==> src/rtl/fdma_pkg.sv <==
package fdma_pkg;

    localparam int MODE_W = 3;

    typedef enum logic [MODE_W-1:0] {
        MODE_COMPAT = 3'b000,
        MODE_BIDIR  = 3'b001,
        MODE_BFIFO  = 3'b010,
        MODE_ECP    = 3'b011,
        MODE_EPP    = 3'b100,
        MODE_RSVD   = 3'b101,
        MODE_TEST   = 3'b110,
        MODE_CONF   = 3'b111
    } port_mode_e;

    function automatic logic is_fifo_mode(input logic [MODE_W-1:0] m);
        return (m == MODE_BFIFO) || (m == MODE_ECP) || (m == MODE_TEST);
    endfunction

    function automatic logic is_test_mode(input logic [MODE_W-1:0] m);
        return m == MODE_TEST;
    endfunction

    function automatic logic is_ecp_mode(input logic [MODE_W-1:0] m);
        return m == MODE_ECP;
    endfunction

endpackage

==> src/rtl/fdma_edge.sv <==
module fdma_edge #(
    parameter int N_STB = 3
) (
    input  logic             clk,
    input  logic             rst_n,
    input  logic [N_STB-1:0] stb_n,
    input  logic             ack_n,
    output logic [N_STB-1:0] trail,
    output logic             ack_held
);

    typedef struct packed {
        logic [N_STB-1:0] stb;
        logic             ack;
    } hist_t;

    hist_t hist_d, hist_q;

    always_comb begin
        hist_d     = hist_q;
        hist_d.stb = stb_n;
        hist_d.ack = ack_n;
    end

    always_ff @(posedge clk or negedge rst_n) begin
        if (!rst_n) begin
            hist_q <= '1;
        end else begin
            hist_q <= hist_d;
        end
    end

    genvar gi;
    generate
        for (gi = 0; gi < N_STB; gi++) begin : g_trail
            assign trail[gi] = ~hist_q.stb[gi] & stb_n[gi];

            AST_TRAIL_AFTER_LOW: assert property (@(posedge clk) disable iff (!rst_n)
                trail[gi] |-> ($past(stb_n[gi]) == 1'b0));
        end
    endgenerate

    assign ack_held = ~hist_q.ack;

endmodule

==> src/rtl/fdma_req.sv <==
module fdma_req
    import fdma_pkg::*;
(
    input  logic [MODE_W-1:0] mode,
    input  logic              dma_en,
    input  logic              svc_int,
    input  logic              dir,
    input  logic              fifo_full,
    input  logic              fifo_empty,
    input  logic              tc,
    input  logic              dack_n,
    output logic              dreq,
    output logic              set_svc
);

    logic fmode;
    logic space_ok;
    logic armed;

    always_comb begin
        fmode    = is_fifo_mode(mode);
        space_ok = is_test_mode(mode)
                 | (~dir & ~fifo_full)
                 | ( dir & ~fifo_empty);
        armed    = fmode & dma_en & ~svc_int;
        set_svc  = armed & tc & ~dack_n;
        dreq     = armed & space_ok & ~set_svc;
    end

endmodule

==> src/rtl/fdma_xfer.sv <==
module fdma_xfer
    import fdma_pkg::*;
(
    input  logic [MODE_W-1:0] mode,
    input  logic              dir,
    input  logic              fifo_full,
    input  logic              fifo_empty,
    input  logic              wr_trail,
    input  logic              rd_trail,
    input  logic              rev_trail,
    input  logic              ack_held,
    input  logic              periph_busy,
    output logic              fifo_push,
    output logic              fifo_pop,
    output logic              push_src,
    output logic              push_tag
);

    logic fmode;
    logic rev_push;
    logic host_push;

    always_comb begin
        fmode     = is_fifo_mode(mode);
        rev_push  = is_ecp_mode(mode) & dir & rev_trail & ~fifo_full;
        host_push = fmode & wr_trail & ack_held & ~fifo_full & ~rev_push;
        fifo_push = rev_push | host_push;
        push_src  = rev_push;
        push_tag  = rev_push & periph_busy;
        fifo_pop  = fmode & rd_trail & ack_held & ~fifo_empty;
    end

endmodule

==> src/rtl/fifo_dma_arb.sv <==
module fifo_dma_arb
    import fdma_pkg::*;
(
    input  logic              clk,
    input  logic              rst_n,
    input  logic [MODE_W-1:0] mode,
    input  logic              dma_en,
    input  logic              svc_int,
    input  logic              dir,
    input  logic              fifo_full,
    input  logic              fifo_empty,
    input  logic              dack_n,
    input  logic              tc,
    input  logic              host_wr_n,
    input  logic              host_rd_n,
    input  logic              rev_stb_n,
    input  logic              periph_busy,
    output logic              dreq,
    output logic              set_svc,
    output logic              fifo_push,
    output logic              fifo_pop,
    output logic              push_src,
    output logic              push_tag
);

    localparam int N_STB = 3;
    localparam int IDX_WR  = 0;
    localparam int IDX_RD  = 1;
    localparam int IDX_REV = 2;

    logic [N_STB-1:0] stb_n;
    logic [N_STB-1:0] trail;
    logic             ack_held;

    assign stb_n[IDX_WR]  = host_wr_n;
    assign stb_n[IDX_RD]  = host_rd_n;
    assign stb_n[IDX_REV] = rev_stb_n;

    fdma_edge #(.N_STB(N_STB)) u_edge (
        .clk      (clk),
        .rst_n    (rst_n),
        .stb_n    (stb_n),
        .ack_n    (dack_n),
        .trail    (trail),
        .ack_held (ack_held)
    );

    fdma_req u_req (
        .mode       (mode),
        .dma_en     (dma_en),
        .svc_int    (svc_int),
        .dir        (dir),
        .fifo_full  (fifo_full),
        .fifo_empty (fifo_empty),
        .tc         (tc),
        .dack_n     (dack_n),
        .dreq       (dreq),
        .set_svc    (set_svc)
    );

    fdma_xfer u_xfer (
        .mode        (mode),
        .dir         (dir),
        .fifo_full   (fifo_full),
        .fifo_empty  (fifo_empty),
        .wr_trail    (trail[IDX_WR]),
        .rd_trail    (trail[IDX_RD]),
        .rev_trail   (trail[IDX_REV]),
        .ack_held    (ack_held),
        .periph_busy (periph_busy),
        .fifo_push   (fifo_push),
        .fifo_pop    (fifo_pop),
        .push_src    (push_src),
        .push_tag    (push_tag)
    );

    AST_IDLE_MODE_QUIET: assert property (@(posedge clk) disable iff (!rst_n)
        !is_fifo_mode(mode) |-> !(dreq || set_svc || fifo_push || fifo_pop));
    AST_REQ_NEEDS_ENABLE: assert property (@(posedge clk) disable iff (!rst_n)
        dreq |-> (dma_en && !svc_int));
    AST_PUSH_NOT_FULL: assert property (@(posedge clk) disable iff (!rst_n)
        fifo_push |-> !fifo_full);
    AST_POP_NOT_EMPTY: assert property (@(posedge clk) disable iff (!rst_n)
        fifo_pop |-> (!fifo_empty && $past(!host_rd_n) && $past(!dack_n)));
    AST_TC_DROPS_REQ: assert property (@(posedge clk) disable iff (!rst_n)
        set_svc |-> !dreq);
    AST_TAG_ONLY_PERIPH: assert property (@(posedge clk) disable iff (!rst_n)
        !push_src |-> !push_tag);
    AST_HOST_PUSH_ACKED: assert property (@(posedge clk) disable iff (!rst_n)
        (fifo_push && !push_src) |-> $past(!dack_n));
    AST_RESET_QUIET: assert property (@(posedge clk)
        !rst_n |-> !(fifo_push || fifo_pop));

endmodule

==> config.mk <==
export PLATFORM = sky130hd
export DESIGN_NAME = fifo_dma_arb
export DESIGN_NICKNAME = d
export VERILOG_FILES = /design/src/rtl/fdma_pkg.sv /design/src/rtl/fdma_edge.sv /design/src/rtl/fdma_req.sv /design/src/rtl/fdma_xfer.sv /design/src/rtl/fifo_dma_arb.sv
export SDC_FILE = /design/constraint.sdc
export NUM_CORES = 1
export LEC_CHECK = 0
export ABC_CLOCK_PERIOD_IN_PS = 2100
export BUFFER_PORTS_ARGS = -buffer_cell sky130_fd_sc_hd__buf_2
export CORE_AREA = 3 3 40 42
export DETAILED_ROUTE_END_ITERATION = 12
export DIE_AREA = 0 0 43 45
export HOLD_SLACK_MARGIN = 0.15
export PLACE_DENSITY = 0.45
export SLEW_MARGIN = 20
export SYNTH_ARGS = -nofsm -noshare
export SYNTH_HDL_FRONTEND = slang
export SYNTH_SLANG_ARGS = --single-unit
==> constraint.sdc <==
create_clock -name clk -period 2.1 [get_ports clk]
set_input_delay 0.105 -clock clk [delete_from_list [all_inputs] [get_ports clk]]
set_output_delay 0.105 -clock clk [all_outputs]
set_load 0.1 [all_outputs]
Yosys cells after proc, flatten, opt, wreduce, memory -nomap -nowiden
Cells that the tools add are included.
Storage, ports and cells
  output and inout bits: 6
  word-level logic and storage cells: 43
  input port bits: 16
  flip-flop bits (word level): 4
Cells by class
  reduce and logical (&&, ||, !) cells: 2
  equal/unequal tests: 3
  bitwise operators: 36
Operators by type and width (number)
  $and A1 B1 Y1: 22
  $not A1 Y1: 11
  $eq A3 B2 Y1 const B: 2
  $eq A3 B3 Y1 const B: 1
  $or A1 B1 Y1: 3
  $logic_or A1 B1 Y1: 2

Longest topological paths before layout
Gate-level depths: netlist of run 1.
  depth in word-level cells: 9
  depth in mapped cells: 3
  gate-level depth less buffers: 3

Cells and area by module
Synthesis of run 1 repeated with hierarchy kept, for this count alone.
Second synthesis, totals
  cells, all modules: 24
  area, all modules: 254.0 um2
By module, submodules not included
  fdma_edge: area an instance 150.1 um2, cells an instance 8, instances 1, sequential area each 105.1 um2
  fdma_xfer: area an instance 52.6 um2, cells an instance 8, instances 1, sequential area each 0.0 um2
  fdma_req: area an instance 51.3 um2, cells an instance 8, instances 1, sequential area each 0.0 um2

Worst setup path before layout of run 1
OpenSTA, ideal clock, no wires.
  path kind: flip-flop to output port
  start point: register u_edge.hist_q[3] in the netlist's numbering
  end point: output push_tag
  arrival: 3.255 ns
  stages on the path, launching flop included: 4
  path buffers: 0
  slack: -1.260 ns
  data required time: 1.995 ns
  path through: dfstp_2 nand4b_1 nor4b_2 and2_1
Between the ends
  longest elaborated chain between the ends: 5
Ends and longest elaborated chain
  from (decl): RTL line fdma_edge.sv:17  | hist_t hist_d, hist_q;
  from (signal assigned): RTL line fdma_edge.sv:29  | hist_q <= hist_d;
  $not A1 Y1: RTL line fdma_edge.sv:36  | assign trail[gi] = ~hist_q.stb[gi] & stb_n[gi];
  $and A1 B1 Y1: RTL line fdma_edge.sv:36
  $and A1 B1 Y1 (2 in series): RTL line fdma_xfer.sv:25  | rev_push = is_ecp_mode(mode) & dir & rev_trail & ~fifo_full;
  via push_src: RTL line fifo_dma_arb.sv:22  | output logic push_src,
  $and A1 B1 Y1: RTL line fdma_xfer.sv:29  | push_tag = rev_push & periph_busy;
  to (decl): RTL line fifo_dma_arb.sv:23  | output logic push_tag
The timed path passes the listed nets, and every way through them passes these cells.

Worst setup path after layout of run 1
  start point: input rev_stb_n
  end point: output push_tag
Between the ends
  longest elaborated chain between the ends: 4
Ends and longest elaborated chain
  from (decl): RTL line fifo_dma_arb.sv:16  | input logic rev_stb_n,
  $and A1 B1 Y1: RTL line fdma_edge.sv:36
  $and A1 B1 Y1 (2 in series): RTL line fdma_xfer.sv:25
  $and A1 B1 Y1: RTL line fdma_xfer.sv:29
Every way passes these cells.

==> results.cfg, run 1 <==
[synthesis]
synth.cells.most_frequent = dfstp_2 (4), nand4b_1 (2), nor2_1 (2)
yosys.area_share.xor_xnor = 0
muxShareOfSynthArea = 0.0457
synth_top_family_by_area = simple AND/OR/NAND/NOR gates
yosysWarnings = 0
yosysMostFrequentCell = dfstp_2
synth-simple-area-share = 0.389
synthAdderAreaFrac = 0
synth_compound_area_frac = 0.0686
syn_avg_cell_area_sq_um = 10.9
synth_edf_count = 0
syn_inst = 20
synth_async_sr_flop_share = 1.00
synth_nets = 36
netlist-cell-type-count = 15
ys_top_cells_by_area = dfstp_2 (48%), nand4b_1 (8.0%), nor4b_2 (6.9%)
synth_top_area_share = 0.480
ys_ff_latch = 4
synth_area_sq_um = 219
yosys.area.top_type = dfstp_2
synth_seq_area_share = 0.480
ys.flop_type = dfstp_2

[cells_and_area]
drive_gt1_frac = 0.694
reg.largest.list = u_edge.hist_q (4)
final_nets = 67
largest_reg_flops = 4
top_register = u_edge.hist_q
antenna_cells = 0
fin_cells = 64
area_delta_synth_final_pct = 103

[sta]
report.final.slew_viol_count = 0
post-route-min-period_ps = 1860
max_slew_margin = 0.678
rsz0062_at_grt = no
final-setup-viol-count = 0
hold_violations = 0
worst_slack_ps = 242
tightest_slew_ps = 486
fin_crit_sh = 0.885
max_freq_mhz = 538

[hold_path]
hold_path_class = input port to asynchronous set/reset pin

[die]
die_x_microns = 43
core_area_sq_um = 1280
io_pins = 22
die_area_sq_um = 1940
rows = 13
start_util = 0.170
die_h_microns = 45

[placement]
numPortBuffers = 21
pre_cts_ws_ps = 557
hpwl_microns = 510
placed_cells = 56
place_congestion = 0.592

[setup_path]
cp_max_fo = 3
crit_type = input port to output port
worstSetupEndpointType = output port
crit_required_ps = 2000
arrival_ps = 1750
crit_path_start_kind = input port

[drt]
drc_errors = 0
drt_iter0_drc = 0
dr_total_vias = 262
drt_pass1_iterations = 1
ant_nets = 0
wirelength_microns = 635
routedWlPerCell_microns = 9.92
viasPerCell = 4.09

[global_routing]
grt_pass1_vias = 264
grt-ovfl-total = 0
grt_usage = 0.0794
grt_max_degree = 5
grt_pass1_wl_microns = 1040
antenna_found_initial = 0

[power_and_ir_drop]
p_per_area_nw_per_um2 = 514
p_comb_frac = 0.228
power.leakage_nw = 0.227
vdd.ir_drop.worst_uv = 210
seqPwrFrac = 0.372
p_clk_frac = 0.399
switchingPower_mw = 0.0561
p_int_mw = 0.172
power_mw = 0.228
switching_share = 0.246

[clock_tree]
clockRootBuffer = clkbuf_4
post-cts-setup-buffers = 0
clk_path_buf_depth = 2
cts_max_level = 1
cts_tree = built
cts.sinks = 4
cts_resized = 0
cts_buffers = 3
path_clk_slew_ps = 40

[status]
outcome = finished clean

[job]
drv_cap = 0
-- worst max-delay path, cell delays in order --
cell,delay (ps)
dlygate4sd3_1,520
buf_2,110
nand4b_1,130
nor4b_4,290
and2_2,180
buf_2,410
-- routing by layer --
layer / wire, microns / up-vias / track usage
met1: 206 / 118 / 0.0633
met5: 0 / - / 0
met3: 70 / 0 / 0.0478
li1: - / 133 / -
met4: 0 / 0 / 0.0723
met2: 357 / 11 / 0.135
-- final cells by class --
cell class / instances / area [sq um]
Fill cell: 135 / 841
Timing Repair Buffer: 26 / 155
Multi-Input combinational cell: 15 / 139
Sequential cell: 4 / 105
Clock buffer: 3 / 22.5
Tap cell: 15 / 18.8
Inverter: 1 / 3.75
-- power by group through the flow --
stage	Clock [mW]	Sequential [mW]	Combinational, mW
2_1_floorplan	0	0.0858	0.0232
3_3_place_gp	0	0.0858	0.0460
3_5_place_dp	0	0.0859	0.0458
4_1_cts	0.0979	0.0851	0.0530
5_1_grt	0.109	0.0853	0.0570
6_report	0.0912	0.0851	0.0522
-- path summary, 6_finish.rpt --
kind / to / start
setup / recovery: push_tag / rev_stb_n
hold / removal: u_edge.hist_q[3] / rst_n
max in group asynchronous: u_edge.hist_q[1] / rst_n
min in group clk: u_edge.hist_q[2] / host_rd_n
-- stage by stage --
step	util	hold slack, ps	TNS [ps]	cell area, sq um
6_report	0.346	396	0	444
5_1_grt	0.346	417	0	444
4_1_cts	0.346	376	0	444
3_5_place_dp	0.289	92.1	0	372
3_3_place_gp	0.289	92.2	0	372
2_1_floorplan	-	-42.8	-394	248
-- logic make-up after synthesis --
group,count (synthesis)
simple gates,12
flops,4
compound gates,2
mux,1
buf+inv,1
-- placed cells by master, fill, tap and decap left out --
master and count:
and3b_2 1, a31o_4 1, and3_1 1, buf_2 21
nor3_2 1, nor4b_4 1, dlygate4sd3_1 5, nor3b_2 1
mux2i_1 1, nand2_1 1, nor2_1 2, dfstp_2 4
nand4b_1 2, clkbuf_4 3, and2_2 1, nor2b_1 1
inv_1 1, a31oi_1 1
-- repair_timing --
item | 4_1_cts | 5_1_grt
endpoints found under the hold margin | 8 | 0
endpoints found under the setup margin | 0 | 0
hold buffers | 5 | 0
No activity file was read; power rests on OpenSTA's default activity.
==> run 2, diff against run 1 <==
--- a/config.mk
+++ b/config.mk
@@ -11,7 +11,7 @@
 export DETAILED_ROUTE_END_ITERATION = 12
 export DIE_AREA = 0 0 43 45
 export HOLD_SLACK_MARGIN = 0.15
-export PLACE_DENSITY = 0.45
+export PLACE_DENSITY_LB_ADDON = 0.08
 export SLEW_MARGIN = 20
 export SYNTH_ARGS = -nofsm -noshare
 export SYNTH_HDL_FRONTEND = slang
==> run 2 against run 1 <==
Cell area did not move. Count of clock-buffer cells in the layout unchanged. Critical path depth did not move. Final cell count unchanged. Hold slack worse by 3.6 ps. Wire length grew 6.1%. Worst setup slack got worse by 5.8 ps. Critical path type unchanged. Critical endpoint unchanged. Highest routed layer unchanged. Die area is the same. Largest power group unchanged.
==> results.cfg, run 2 (synthesized netlist as in run 1, its figures left out) <==
[setup_path]
crit_chain = dlygate4sd3_1 > buf_2 > nand4b_1 > nor4b_4 > and2_2 > buf_2
cp_max_fo = 3
path_buf_inv = 3
crit_family = buffers and inverters
crit_required_ps = 2000
arrival_ps = 1760
crit_type = input port to output port
slowest_delay_ps = 520
worstSetupEndpointType = output port
crit_path_start_kind = input port
crit_top_cell = buf_2
cp_slowest_cell = dlygate4sd3_1

[placement]
place_congestion = 0.612
hpwl_microns = 590
numPortBuffers = 21

[drt]
drc_errors = 0
viasPerCell = 4.11
drt_pass1_iterations = 4
ant_nets = 0
routedWlPerCell_microns = 10.5
wirelength_microns = 674
dr_total_vias = 263
drt_iter0_drc = 1

[clock_tree]
clk_path_buf_depth = 2
cts_tree = built
cts_buffers = 3
clockRootBuffer = clkbuf_4
cts.sinks = 4
cts_resized = 0
cts_max_level = 1
path_clk_slew_ps = 40

[sta]
whs_ps = 392
tightest_slew_ps = 487
max_freq_mhz = 536
hold_violations = 0
rsz0062_at_grt = no
final-setup-viol-count = 0
fin_crit_sh = 0.888
post-route-min-period_ps = 1860
report.final.slew_viol_count = 0
max_slew_margin = 0.678

[global_routing]
grt_pass1_vias = 279
grt_usage = 0.0844
grt_pass1_wl_microns = 1120
grt_max_degree = 5
antenna_found_initial = 0
grt-ovfl-total = 0

[die]
die_x_microns = 43
rows = 13
io_pins = 22
core_area_sq_um = 1280
die_area_sq_um = 1940
die_h_microns = 45
start_util = 0.170

[cells_and_area]
antenna_cells = 0
top_register = u_edge.hist_q
drive_gt1_frac = 0.694
layout.cells.most_common = buf_2
fillers = 141
reg.largest.list = u_edge.hist_q (4)
largest_reg_flops = 4
final_cell_mix = buf_2 (21), dlygate4sd3_1 (5), dfstp_2 (4)
area_delta_synth_final_pct = 103
final_nets = 67

[status]
outcome = finished clean

[power_and_ir_drop]
p_per_area_nw_per_um2 = 522
vdd.ir_drop.worst_uv = 239
power.leakage_nw = 0.227
power_mw = 0.232

[job]
drv_cap = 0

[hold_path]
hold_path_class = input port to asynchronous set/reset pin
-- run 2: worst max path at each step --
| stage | cells after the start | end | startpoint |
|---|---|---|---|
| final | 6 | push_tag | rev_stb_n |
| after global routing | 6 | push_tag | rev_stb_n |
| after CTS | 6 | push_tag | rev_stb_n |
| after detailed placement | 4 | push_tag | u_edge.hist_q[3] |
| after global placement | 4 | push_tag | u_edge.hist_q[3] |
| after floorplan | 3 | push_tag | u_edge.hist_q[3] |
-- run 2: layout make-up --
cell class	count	area, sq um	area share
clock buffers	3	22.5	0.0507
inverters	1	3.75	0.00845
multi-input cells	15	139	0.313
flip-flops and latches	4	105	0.237
well taps	15	18.8	0.0423
repair buffers	26	155	0.349
-- run 2: per-stage QoR --
stage / worst slack (ps) / util / std cells / instance area, sq um / setup TNS [ps]
floorplan: -324 / - / 20 / 248 / -394
global placement: 584 / 0.289 / 56 / 372 / 0
detailed placement: 540 / 0.289 / 56 / 372 / 0
CTS: 203 / 0.346 / 64 / 444 / 0
global route: 111 / 0.346 / 64 / 444 / 0
finish: 236 / 0.346 / 64 / 444 / 0
-- run 2: repair_timing --
item	CTS	global route
setup buffers	0	0
hold buffers	5	0
endpoints found under the hold margin	8	0
-- run 2: where the power goes --
group | total [mW] | internal (mW) | switching [mW] | leakage [nW]
combinational | 0.0527 | 0.0242 | 0.0285 | 0.171
sequential | 0.0853 | 0.0843 | 0.000914 | 0.0421
clock | 0.0939 | 0.0638 | 0.0301 | 0.0138
-- run 2: metal layers --
metal  global-route usage  vias up  routed length, microns
met2                0.135       13                     339
li1                     -      132                       -
met4               0.0181        0                       0
met3               0.0797        0                      79
met5                    0        -                       0
met1               0.0803      118                     255
